===== src/rtl/rdx_pkg.sv =====
package rdx_pkg;
  typedef enum logic [1:0] {
    ST_HUNT = 2'd0,  // waiting for a wake burst
    ST_GAP  = 2'd1,  // armed, waiting for the first mark of a packet
    ST_DATA = 2'd2   // collecting symbols
  } rdx_state_e;
endpackage


===== src/rtl/rdx_run_tracker.sv =====
// Tracks on/off run lengths of the chip stream and flags edges and idle.
module rdx_run_tracker #(
  parameter int WAKE_MIN = 8,
  parameter int IDLE_RUN = 5,
  parameter int CW       = 4
) (
  input  logic          clk,
  input  logic          rst_n,
  input  logic          stb_i,
  input  logic          line_i,
  output logic          rise_o,
  output logic          fall_o,
  output logic          idle_o,
  output logic [CW-1:0] on_len_o,
  output logic [CW-1:0] off_len_o
);
  localparam logic [CW-1:0] ON_SAT  = CW'(WAKE_MIN);
  localparam logic [CW-1:0] OFF_SAT = CW'(IDLE_RUN + 1);
  localparam logic [CW-1:0] IDLE_AT = CW'(IDLE_RUN);
  localparam logic [CW-1:0] ONE     = CW'(1);

  logic          lvl_q, lvl_d;
  logic [CW-1:0] on_q, on_d;
  logic [CW-1:0] off_q, off_d;

  assign rise_o    = stb_i & line_i & ~lvl_q;
  assign fall_o    = stb_i & ~line_i & lvl_q;
  assign idle_o    = stb_i & ~line_i & ~lvl_q & (off_q == IDLE_AT);
  assign on_len_o  = on_q;
  assign off_len_o = off_q;

  always_comb begin
    lvl_d = lvl_q;
    on_d  = on_q;
    off_d = off_q;
    if (stb_i) begin
      lvl_d = line_i;
      if (line_i) begin
        if (!lvl_q)              on_d = ONE;
        else if (on_q != ON_SAT) on_d = on_q + ONE;
      end else begin
        if (lvl_q)                 off_d = ONE;
        else if (off_q != OFF_SAT) off_d = off_q + ONE;
      end
    end
  end

  always_ff @(posedge clk or negedge rst_n) begin
    if (!rst_n) begin
      lvl_q <= 1'b0;
      on_q  <= '0;
      off_q <= OFF_SAT;
    end else begin
      lvl_q <= lvl_d;
      on_q  <= on_d;
      off_q <= off_d;
    end
  end
endmodule


===== src/rtl/rdx_frame_asm.sv =====
// Collects bits from the top of a shift register and publishes packets.
module rdx_frame_asm #(
  parameter int MAX_BITS = 32,
  parameter int LW       = 6
) (
  input  logic                clk,
  input  logic                rst_n,
  input  logic                clr_i,
  input  logic                shift_i,
  input  logic                bit_i,
  input  logic                emit_i,
  input  logic                fresh_i,
  output logic                full_o,
  output logic                empty_o,
  output logic                vld_o,
  output logic [MAX_BITS-1:0] word_o,
  output logic [LW-1:0]       len_o,
  output logic                rep_o
);
  localparam logic [LW-1:0] FULL = LW'(MAX_BITS);

  logic [MAX_BITS-1:0] sh_q, sh_d, last_w_q, last_w_d, word_q, word_d, aligned;
  logic [LW-1:0]       cnt_q, cnt_d, last_l_q, last_l_d, len_q, len_d;
  logic                fresh_q, fresh_d, vld_q, vld_d, rep_q, rep_d, same;

  assign aligned = sh_q >> (LW'(MAX_BITS) - cnt_q);
  assign same    = ~fresh_q & (aligned == last_w_q) & (cnt_q == last_l_q);
  assign full_o  = (cnt_q == FULL);
  assign empty_o = (cnt_q == '0);
  assign vld_o   = vld_q;
  assign word_o  = word_q;
  assign len_o   = len_q;
  assign rep_o   = rep_q;

  always_comb begin
    sh_d     = sh_q;
    cnt_d    = cnt_q;
    last_w_d = last_w_q;
    last_l_d = last_l_q;
    fresh_d  = fresh_q;
    word_d   = word_q;
    len_d    = len_q;
    rep_d    = rep_q;
    vld_d    = 1'b0;
    if (clr_i) begin
      sh_d  = '0;
      cnt_d = '0;
    end else if (shift_i) begin
      sh_d  = {bit_i, sh_q[MAX_BITS-1:1]};
      cnt_d = cnt_q + LW'(1);
    end
    if (emit_i) begin
      vld_d    = 1'b1;
      word_d   = aligned;
      len_d    = cnt_q;
      rep_d    = same;
      last_w_d = aligned;
      last_l_d = cnt_q;
      fresh_d  = 1'b0;
    end
    if (fresh_i) fresh_d = 1'b1;
  end

  always_ff @(posedge clk or negedge rst_n) begin
    if (!rst_n) begin
      sh_q     <= '0;
      cnt_q    <= '0;
      last_w_q <= '0;
      last_l_q <= '0;
      fresh_q  <= 1'b1;
      vld_q    <= 1'b0;
      word_q   <= '0;
      len_q    <= '0;
      rep_q    <= 1'b0;
    end else begin
      sh_q     <= sh_d;
      cnt_q    <= cnt_d;
      last_w_q <= last_w_d;
      last_l_q <= last_l_d;
      fresh_q  <= fresh_d;
      vld_q    <= vld_d;
      word_q   <= word_d;
      len_q    <= len_d;
      rep_q    <= rep_d;
    end
  end
endmodule


===== src/rtl/rdx_top.sv =====
module rdx_top #(
  parameter int MAX_BITS = 32,
  parameter int WAKE_MIN = 8,
  parameter int IDLE_RUN = 5
) (
  input  logic                         clk,
  input  logic                         rst_n,
  input  logic                         chip_stb_i,
  input  logic                         line_i,
  output logic                         pkt_valid_o,
  output logic [MAX_BITS-1:0]          pkt_word_o,
  output logic [$clog2(MAX_BITS+1)-1:0] pkt_len_o,
  output logic                         pkt_repeat_o,
  output logic                         sym_err_o
);
  import rdx_pkg::*;

  localparam int RUN_MAX = (WAKE_MIN > IDLE_RUN + 1) ? WAKE_MIN : IDLE_RUN + 1;
  localparam int CW      = $clog2(RUN_MAX + 1);
  localparam int LW      = $clog2(MAX_BITS + 1);
  localparam logic [CW-1:0] RUN1 = CW'(1);
  localparam logic [CW-1:0] RUN3 = CW'(3);
  localparam logic [CW-1:0] WAKE = CW'(WAKE_MIN);

  // reset synchronizer: asserts at once, releases on the clock
  logic [1:0] rst_pipe_q;
  logic       rst_sync_n;
  always_ff @(posedge clk or negedge rst_n) begin
    if (!rst_n) rst_pipe_q <= 2'b00;
    else        rst_pipe_q <= {rst_pipe_q[0], 1'b1};
  end
  assign rst_sync_n = rst_pipe_q[1];

  logic          rise, fall, idle_hit;
  logic [CW-1:0] on_len, off_len;

  rdx_run_tracker #(.WAKE_MIN(WAKE_MIN), .IDLE_RUN(IDLE_RUN), .CW(CW)) u_runs (
    .clk(clk), .rst_n(rst_sync_n), .stb_i(chip_stb_i), .line_i(line_i),
    .rise_o(rise), .fall_o(fall), .idle_o(idle_hit),
    .on_len_o(on_len), .off_len_o(off_len)
  );

  rdx_state_e st_q, st_d;
  logic clr, sh_en, sh_bit, emit, fresh_set, err_d, err_q, full, empty;
  logic wake;

  assign wake = fall & (on_len >= WAKE);

  always_comb begin
    st_d      = st_q;
    clr       = 1'b0;
    sh_en     = 1'b0;
    sh_bit    = 1'b0;
    emit      = 1'b0;
    fresh_set = 1'b0;
    err_d     = 1'b0;
    if (wake) begin
      st_d      = ST_GAP;
      clr       = 1'b1;
      fresh_set = 1'b1;
    end else begin
      unique case (st_q)
        ST_GAP: begin
          if (fall) begin
            if (on_len == RUN1) begin
              st_d = ST_DATA;
              clr  = 1'b1;
            end else begin
              err_d = 1'b1;
            end
          end
        end
        ST_DATA: begin
          if (fall && on_len != RUN1) begin
            err_d = 1'b1;
          end else if (rise) begin
            if ((off_len == RUN1 || off_len == RUN3) && !full) begin
              sh_en  = 1'b1;
              sh_bit = (off_len == RUN3);
            end else begin
              err_d = 1'b1;
            end
          end else if (idle_hit) begin
            st_d = ST_GAP;
            emit = ~empty;
          end
        end
        default: ;
      endcase
      if (err_d) begin
        st_d      = ST_HUNT;
        clr       = 1'b1;
        fresh_set = 1'b1;
      end
    end
  end

  always_ff @(posedge clk or negedge rst_sync_n) begin
    if (!rst_sync_n) begin
      st_q  <= ST_HUNT;
      err_q <= 1'b0;
    end else begin
      st_q  <= st_d;
      err_q <= err_d;
    end
  end

  rdx_frame_asm #(.MAX_BITS(MAX_BITS), .LW(LW)) u_frame (
    .clk(clk), .rst_n(rst_sync_n),
    .clr_i(clr), .shift_i(sh_en), .bit_i(sh_bit), .emit_i(emit),
    .fresh_i(fresh_set), .full_o(full), .empty_o(empty),
    .vld_o(pkt_valid_o), .word_o(pkt_word_o), .len_o(pkt_len_o),
    .rep_o(pkt_repeat_o)
  );

  assign sym_err_o = err_q;
endmodule


===== config.mk =====
export PLATFORM = sky130hd
export DESIGN_NAME = rdx_top
export DESIGN_NICKNAME = d
export VERILOG_FILES = /design/src/rtl/rdx_pkg.sv /design/src/rtl/rdx_run_tracker.sv /design/src/rtl/rdx_frame_asm.sv /design/src/rtl/rdx_top.sv
export SDC_FILE = /design/constraint.sdc
export NUM_CORES = 1
export LEC_CHECK = 0
export BUFFER_PORTS_ARGS = -buffer_cell sky130_fd_sc_hd__buf_2
export CAP_MARGIN = 20
export CORE_AREA = 2 2 157 82
export CTS_CLUSTER_SIZE = 12
export DETAILED_ROUTE_END_ITERATION = 16
export DIE_AREA = 0 0 159 84
export GPL_TIMING_DRIVEN = 0
export PLACE_DENSITY = 0.78
export SETUP_SLACK_MARGIN = 0.3
export SYNTH_ARGS = -nofsm -noshare
export SYNTH_HDL_FRONTEND = slang
export SYNTH_SLANG_ARGS = --single-unit

===== constraint.sdc =====
create_clock -name clk -period 6.4 [get_ports clk]
set_clock_uncertainty 0.15 [all_clocks]
set_input_delay 0.64 -clock clk [delete_from_list [all_inputs] [get_ports clk]]
set_output_delay 0.64 -clock clk [all_outputs]
set_load 0.01 [all_outputs]

Word level (Yosys, flattened, before mapping)

Index checks and enable logic that the tools add are counted.

Logic and storage cells: 111
Input port bits: 4
Output and inout bits: 41
Bits in registers: 93

Reductions and logical operators: 12
Equal/unequal tests: 18
Order comparisons: 1
Shifts and indexed selects: 1
Bitwise operators: 13
Multiplexer cells: 49
$add $sub $neg: 4

Operators with widths:

| cell                                                      | number |
|---|---|
| 2-to-1 mux 32 bit                                         | 2 |
| equality test 32 bit                                      | 1 |
| 2-to-1 mux 1 bit                                          | 32 |
| right shift 32 x 6 -> 32 bit                              | 1 |
| inequality test 4 bit (second input constant)             | 6 |
| 2-to-1 mux 4 bit                                          | 4 |
| 2-to-1 mux 2 bit                                          | 7 |
| 2-to-1 mux 6 bit                                          | 2 |
| bitwise AND 1 bit                                         | 9 |
| adder 4 x 1 -> 4 bit (second input constant)              | 2 |
| equality test 4 x 1 -> 1 bit (second input constant)      | 2 |
| adder 6 x 1 -> 6 bit (second input constant)              | 1 |
| equality test 6 bit                                       | 1 |
| equality test 6 bit (second input constant)               | 1 |
| logical NOT 6 bit                                         | 1 |
| AND reduction 3 bit                                       | 2 |
| AND reduction 6 bit                                       | 1 |
| nonzero test 2 bit                                        | 3 |
| subtractor 6 bit (first input constant)                   | 1 |
| equality test 4 x 2 -> 1 bit (second input constant)      | 1 |
| equality test 4 x 3 -> 1 bit (second input constant)      | 1 |
| greater-or-equal comparator 4 bit (second input constant) | 1 |
| inequality test 4 x 1 -> 1 bit (second input constant)    | 1 |
| inequality test 4 x 3 -> 1 bit (second input constant)    | 1 |
| 10 further kinds                                          | 14 |

Longest topological paths before layout

Gate-level depths: netlist (run 1).

Depth after elaboration: 11
Gate-level depth with buffers: 17
Depth with buffers taken out: 10

Cells and area by module

From an unflattened synthesis (run 1), not the netlist that was laid out.

Cells, all modules: 715
Area, all modules: 6830.3 um^2

Modules (own cells, without submodules):

| module          | sequential area each (um^2) | times used | area an instance (um^2) | cells an instance |
|---|---|---|---|---|
| rdx_frame_asm   | 1978.1                      | 1          | 5886.9                  | 611 |
| rdx_run_tracker | 227.7                       | 1          | 563.0                   | 62 |
| rdx_top         | 125.1                       | 1          | 380.4                   | 42 |

Least setup slack after synthesis (run 1)

OpenSTA, ideal clock, no wires.

Kind: reg2reg
Start point: reg u_frame.cnt_q[0]
End point: reg u_frame.rep_q (netlist: u_frame.rep_o)
Period minus slack after synthesis: 3.715 ns
Arrival time: 3.489 ns
Setup time: 0.076 ns
Buffers on the path: 6
Data required time: 6.174 ns
Path slack: 2.685 ns
Stages on the path, launching flop included: 16
Cell sequence: dfrtp_1 > buf_4 > buf_6 > inv_2 > buf_2 > ha_1 > buf_6 > buf_6 > buf_2 > nor3b_2 > mux2i_2 > or3_1 > and4_1 > a2111oi_0 > nand4_1 > o21ai_1

Cells in the longest elaborated chain, start to end: 7
Elaborated cells between the ends (all ways): 13
Those cells by class: 1 x add/sub; 2 x eq/ne; 1 x shift; 5 x mux; 3 x bitwise; 1 x reduce/logical

Ends and longest elaborated chain:

| item                                                     | line                | RTL |
|---|---|---|
| start, declared                                          | rdx_frame_asm.sv:23 | `logic [LW-1:0] cnt_q, cnt_d, last_l_q, last_l_d, len_q, len_d;` |
| start signal, assigned                                   | rdx_frame_asm.sv:77 | `cnt_q <= cnt_d;` |
| branches (longest 7 deep; another with subtractor 6 bit) | -                   |  |
| end signal, assigned                                     | rdx_frame_asm.sv:84 | `rep_q <= rep_d;` |
| end, declared                                            | rdx_frame_asm.sv:24 | `logic fresh_q, fresh_d, vld_q, vld_d, rep_q, rep_d, same;` |

Several ways; the timed one is not identified.
A chain may end at the register's enable or synchronous reset.

Final worst setup path (run 1)

Ends and elaborated chain as after synthesis.

==> reports/qor.txt, run 1 <==
Worst min-delay path class -> reg2async
Seq/Total Area, Yosys -> 32.9%
Area share of the largest cell type after synthesis -> 31.8%
Sum Neg Setup Slack -> 0 ns
Clock Tree Buf Depth -> 2
Cell variety after synth -> 83
WL met1 -> 10900 um
DP Wirelength -> 18400 um
Ports -> 45
Leakage -> 0.00332 uW
Syn_nets -> 776
Met2 wire length -> 8910 um
Post CTS Setup Buffer Count -> 0
Fmax -> 181 MHz
Vias in the first global route -> 6036
Layout cells sized above 1 -> 19.4%
Prevailing post-synth register cell -> dfrtp_1
R2R setup slack -> 0.88 ns
Design Area, Final -> 7850 um^2
Grt total ovfl -> 0
Fin crit share -> 86.2%
First drt pass iteration count -> 6
DRC viols -> 0
Fillers -> 1016
Final setup fails -> 0
Core area -> 12200 um^2
Worst-Margin Slew -> 1.04 ns
Largest net degree at the start of global routing -> 60
Die area -> 13400 um^2
CTS H-tree depth -> 3
Post-DR wirelength/cell -> 23.5 um
Vias -> 6744
P&R area growth vs syn -> 10.9%
GRT Overall Usage -> 35.9%
Peak supply drop -> 0.255 mV
Leading area contributor after synthesis -> dfrtp_1
Synth warnings -> 0
Clock share of power -> 18.7%
Pwr/cell area -> 379 nW/um^2
CP Data Arrival Time -> 5.65 ns
Int Pwr -> 1570 uW
Crit end category -> flip-flop
Top layer in use -> met4
Clock sinks -> 93
Final GP Congestion -> 1.02
RSZ-0062 raised after global routing -> false
Max-slew headroom -> 28.9%
Synth async-reset ratio -> 100%
Switch share -> 47.1%
Drt via density -> 6.78
P_sw -> 1400 uW
Skew-Pair Late Insertion Delay -> 0.36 ns
Initial antenna violation count -> 0
Slew Viols, Final -> 0
Worst setup SP type -> flip-flop
Register area -> 2330 um^2
Sequential Power Share -> 24.8%
Initial DRC Count -> 899
Antenna Cells -> 0
Fin crit period -> 5.52 ns
Final Util -> 64.4%
I/O Buffers -> 44
Synth Cell Area -> 7080 um^2
Final net count -> 833
Count leader, synth -> nand2_1
Final ANT Viol Nets -> 0
Mapped Avg Cell Area -> 9.29 um^2
Logic pwr share -> 56.5%
Multi-input logic area -> 4370 um^2
Cell Rows -> 29
CTS root buffer -> clkbuf_16
Initial core utilization -> 58.1%
Worst-path fanout max -> 10
Syn Inst Count -> 762
EDFF count, synth -> 0
Placed Area -> 7540 um^2
TritonCTS clock tree -> yes
Synth area leaders -> dfrtp_1, mux4_2, nand2_1
Placed Cells -> 977
CP Data Required Time -> 6.53 ns
WL final -> 23400 um
Max-capacitance violation count -> 0
Synth cell count leaders -> nand2_1, dfrtp_1, a21oi_1
Met3 Wirelength -> 3260 um
Clock Pin Slew Worst Setup and Hold Paths -> 0.07 ns
FF+latch count, synth -> 93
First-pass GRT wire length -> 36400 um
Final std cells w/o fill -> 994
Num CTS Buffers -> 9
Die Span Y -> 84 um
Kind of critical path -> reg2reg
Total chip power -> 2980 uW
Outcome -> completed
Chip Width -> 159 um
Final number of hold-violating endpoints -> 0
==> area by class of cell <==
type,instances,area share [%]
buffer,50,3.55
sequential,93,29.7
tap,170,2.71
clock inverter,6,0.892
multi-input combinational,591,55.6
clock buffer,10,2.92
inverter,28,1.34
timing repair buffer,46,3.28
==> critical path, cell delays in order (launching register included) <==
cell and delay, ns:
dfrtp_1 0.38, buf_4 0.20, buf_6 0.18, inv_2 0.24, buf_2 0.36, ha_1 0.30
buf_6 0.16, buf_6 0.15, buf_2 0.22, nor3b_2 0.58, mux2i_2 0.37, or3_1 0.43
and4_1 0.20, a2111oi_0 0.88, nand4_1 0.38, o21ai_1 0.22
==> routing by layer <==
layer  global-route usage, %  up-vias
met3                    9.79       37
met2                    46.1      455
li1                        -     2929
met5                       0        -
met4                    5.62        0
met1                    59.3     3323
==> what timing repair did <==
action                                 4_1_cts  5_1_grt
hold buffers                                 1        0
resized for setup                            0        0
endpoints found under the hold margin        2        0
==> through the flow <==
step / hold WS [ns] / setup slack [ns]
after floorplan: 0.181 / 2.69
after global placement: 0.185 / 1.10
after detailed placement: 0.163 / 1.11
after CTS: 0.168 / 1.09
after global routing: 0.196 / 0.752
final: 0.146 / 0.882
==> power groups by stage <==
stage               Combinational (uW)  Clock, uW  Sequential (uW)
floorplan                         1190          0              742
global placement                  1590          0              746
detailed placement                1620          0              746
CTS                               1620        557              736
global route                      1770        583              748
finish                            1680        557              738
==> final timing paths <==
check                                 start              endpoint  cells past startpoint
min in group clk              rst_pipe_q[0]         rst_pipe_q[1]                      0
hold reg to reg               rst_pipe_q[1]  u_frame.last_w_q[29]                      0
setup / recovery           u_frame.cnt_q[0]         u_frame.rep_o                     15
setup reg to reg           u_frame.cnt_q[0]         u_frame.rep_o                     15
hold / removal                rst_pipe_q[1]  u_frame.last_w_q[29]                      0
max in group asynchronous     rst_pipe_q[1]       u_frame.fresh_q                      1
==> cell usage in the layout (no fill, tap or decap), types with 18 or more instances in the layout <==
cell type / synthesis / layout
mux4_2: 31 / 31
dfrtp_1: 90 / 89
clkbuf_1: 20 / 21
mux2i_1: 35 / 35
nand2_1: 127 / 127
inv_1: 26 / 26
buf_2: 10 / 54
a21oi_1: 53 / 53
o21ai_0: 32 / 32
nor2_1: 44 / 44
mux2_2: 19 / 19
nand3_1: 18 / 18
==> cells by family (layout without fill, tap and decap cells) <==
family                   after synthesis  after routing  synth area share, %
AO/OA/AOI/OAI                        186            186                 17.8
multiplexers                         100            100                 20.3
AND/OR/NAND/NOR                      268            268                 18.3
flip-flops                            93             93                 32.9
buffers and inverters                 78            140                 5.42
XOR/XNOR                              26             26                 3.48
other                                  1              1               0.0530
adder cells (fa/ha/maj)               10             10                 1.77
==> sequential cells by signal, indices dropped and copies added (netlist names) <==
register          count
u_frame.cnt_q         6
u_frame.sh_q         32
u_frame.rep_o         1
u_frame.fresh_q       1
u_runs.on_len_o       4
rst_pipe_q            2
sym_err_o             1
u_runs.lvl_q          1
st_q                  2
u_frame.last_l_q      6
u_frame.last_w_q     32
u_runs.off_len_o      4
u_frame.vld_o         1
Note: power is estimated with default switching activity, not from simulation.
==> run 2, diff against run 1 <==
CTS_BUF_LIST = sky130_fd_sc_hd__clkbuf_8   (was unset)
==> run 2 against run 1 <==
Effect of this change:
- combinational power about the same
- via count shrank 0.83%
- die area is the same
- total power decreased by 4.8%
- final cell count unchanged
- register-to-register slack gained 0.08 ns
- hold slack better by 0.013 ns
- global-route usage shrank 0.084 points
- sequential cell count is the same
- design area down 1.3%
- critical endpoint unchanged
- largest power group unchanged
==> reports/qor.txt, run 2 (synthesized netlist as in run 1, its figures left out) <==
First-pass GRT wire length -> 36400 um
TritonCTS clock tree -> yes
Fmax -> 184 MHz
GRT Overall Usage -> 35.8%
Final net count -> 833
Setup ws final -> 0.960 ns
Die Span Y -> 84 um
I/O Buffers -> 44
PostCTS Resize Cnt -> 0
Most common cell after layout, fill and taps aside -> nand2_1
Crit end category -> flip-flop
Skew-Pair Late Insertion Delay -> 0.38 ns
Final ANT Viol Nets -> 0
Vias -> 6688
Layout cells sized above 1 -> 19.4%
First drt pass iteration count -> 7
Chip Width -> 159 um
Max-capacitance violation count -> 0
Regs by FF count -> u_frame.last_w_q x32, u_frame.sh_q x32
Fin crit share -> 85.0%
Multi-input logic area -> 4370 um^2
Num CTS Buffers -> 9
Worst reg-to-reg path cell count -> 15
Final number of hold-violating endpoints -> 0
CTS root buffer -> clkbuf_8
Cell Rows -> 29
Clock sinks -> 93
Final GP Congestion -> 1.02
Initial DRC Count -> 997
Post-DR wirelength/cell -> 23.5 um
Clock Pin Slew Worst Setup and Hold Paths -> 0.10 ns
Largest net degree at the start of global routing -> 60
Antenna Cells -> 0
R2R setup slack -> 0.96 ns
Die area -> 13400 um^2
Worst slack, placed -> 1.11 ns
Outcome -> completed
Kind of critical path -> reg2reg
Final setup fails -> 0
Sum Neg Setup Slack -> 0 ns
Worst setup SP type -> flip-flop
Grt total ovfl -> 0
Vias in the first global route -> 6031
Initial antenna violation count -> 0
Slew Viols, Final -> 0
Pwr/cell area -> 366 nW/um^2
Fin crit period -> 5.44 ns
CP Data Arrival Time -> 5.59 ns
Worst min-delay path class -> reg2async
Clock Tree Buf Depth -> 2
Worst-Margin Slew -> 1.13 ns
Initial core utilization -> 58.1%
Ports -> 45
RSZ-0062 raised after global routing -> false
Drt via density -> 6.73
CP Data Required Time -> 6.55 ns
Worst-path fanout max -> 10
Leakage -> 0.00328 uW
P&R area growth vs syn -> 9.49%
Register area -> 2330 um^2
DRC viols -> 0
Most frequent cells in the layout -> nand2_1, dfrtp_1, buf_2
Peak supply drop -> 0.228 mV
Max-slew headroom -> 24.4%
Core area -> 12200 um^2
Fillers -> 1032
CTS H-tree depth -> 3
DP Wirelength -> 18400 um
WL final -> 23300 um
[run 2: cell types whose count changed in the layout (fill, tap and decap cells not counted)]
cell       delta
clkbuf_16     -9
inv_1         +1
clkbuf_8      +9
clkbuf_1      -1
[run 2: final cells by class]
cell class	count	share of cell area, %
clock inverters	7	0.952
clock buffers	9	1.60
well taps	170	2.74
multi-input cells	591	56.3
flip-flops and latches	93	30.1
inverters	28	1.36
plain buffers	50	3.60
repair buffers	46	3.32
[run 2: critical path: stages, from the launching register on]
cell and delay [ns]:
dfrtp_1 0.40, buf_4 0.20, buf_6 0.17, inv_2 0.24, buf_2 0.37, ha_1 0.30, buf_6 0.16, buf_6 0.16
buf_2 0.22, nor3b_2 0.56, mux2i_2 0.35, or3_1 0.42, and4_1 0.20, a2111oi_0 0.84, nand4_1 0.38, o21ai_1 0.22
[run 2: stage by stage]
| step | utilization (%) | hold WS [ns] | total power, uW | area [um^2] | std cells |
|---|---|---|---|---|---|
| 5_1_grt | 63.6 | 0.201 | 2960 | 7750 | 994 |
| 6_report | 63.6 | 0.159 | 2830 | 7750 | 994 |
| 3_5_place_dp | 61.9 | 0.163 | 2360 | 7540 | 977 |
| 3_3_place_gp | 61.6 | 0.185 | 2330 | 7510 | 976 |
| 4_1_cts | 63.6 | 0.171 | 2780 | 7750 | 994 |
| 2_1_floorplan | - | 0.181 | 1930 | 7080 | 762 |
[run 2: report_power, final]
part | internal [uW] | switching (uW)
logic | 610 | 1070
clock network | 183 | 236
registers | 656 | 81.6
[run 2: timing repair]
item,4_1_cts,5_1_grt
hold buffers,1,0
endpoints found under the hold margin,2,0
setup endpoints to repair,0,0
setup buffers,0,0
[run 2: worst paths after layout]
kind / from / end
setup / recovery: u_frame.cnt_q[0] / u_frame.rep_o
hold / removal: rst_pipe_q[1] / u_frame.sh_q[25]
setup reg to reg: u_frame.cnt_q[0] / u_frame.rep_o
hold reg to reg: rst_pipe_q[1] / u_frame.sh_q[25]
max in group asynchronous: rst_pipe_q[1] / u_frame.fresh_q
min in group clk: rst_pipe_q[0] / rst_pipe_q[1]
[run 2: routing by layer]
| metal | part of all wire (%) | routed length [um] | up-vias | global-route usage, % |
|---|---|---|---|---|
| met5 | 0 | 0 | - | 0 |
| met4 | 0.80 | 187 | 0 | 4.13 |
| met3 | 14 | 3230 | 29 | 10.4 |
| met2 | 38 | 8960 | 452 | 46.2 |
| met1 | 47 | 10900 | 3278 | 59.1 |
| li1 | - | - | 2929 | - |
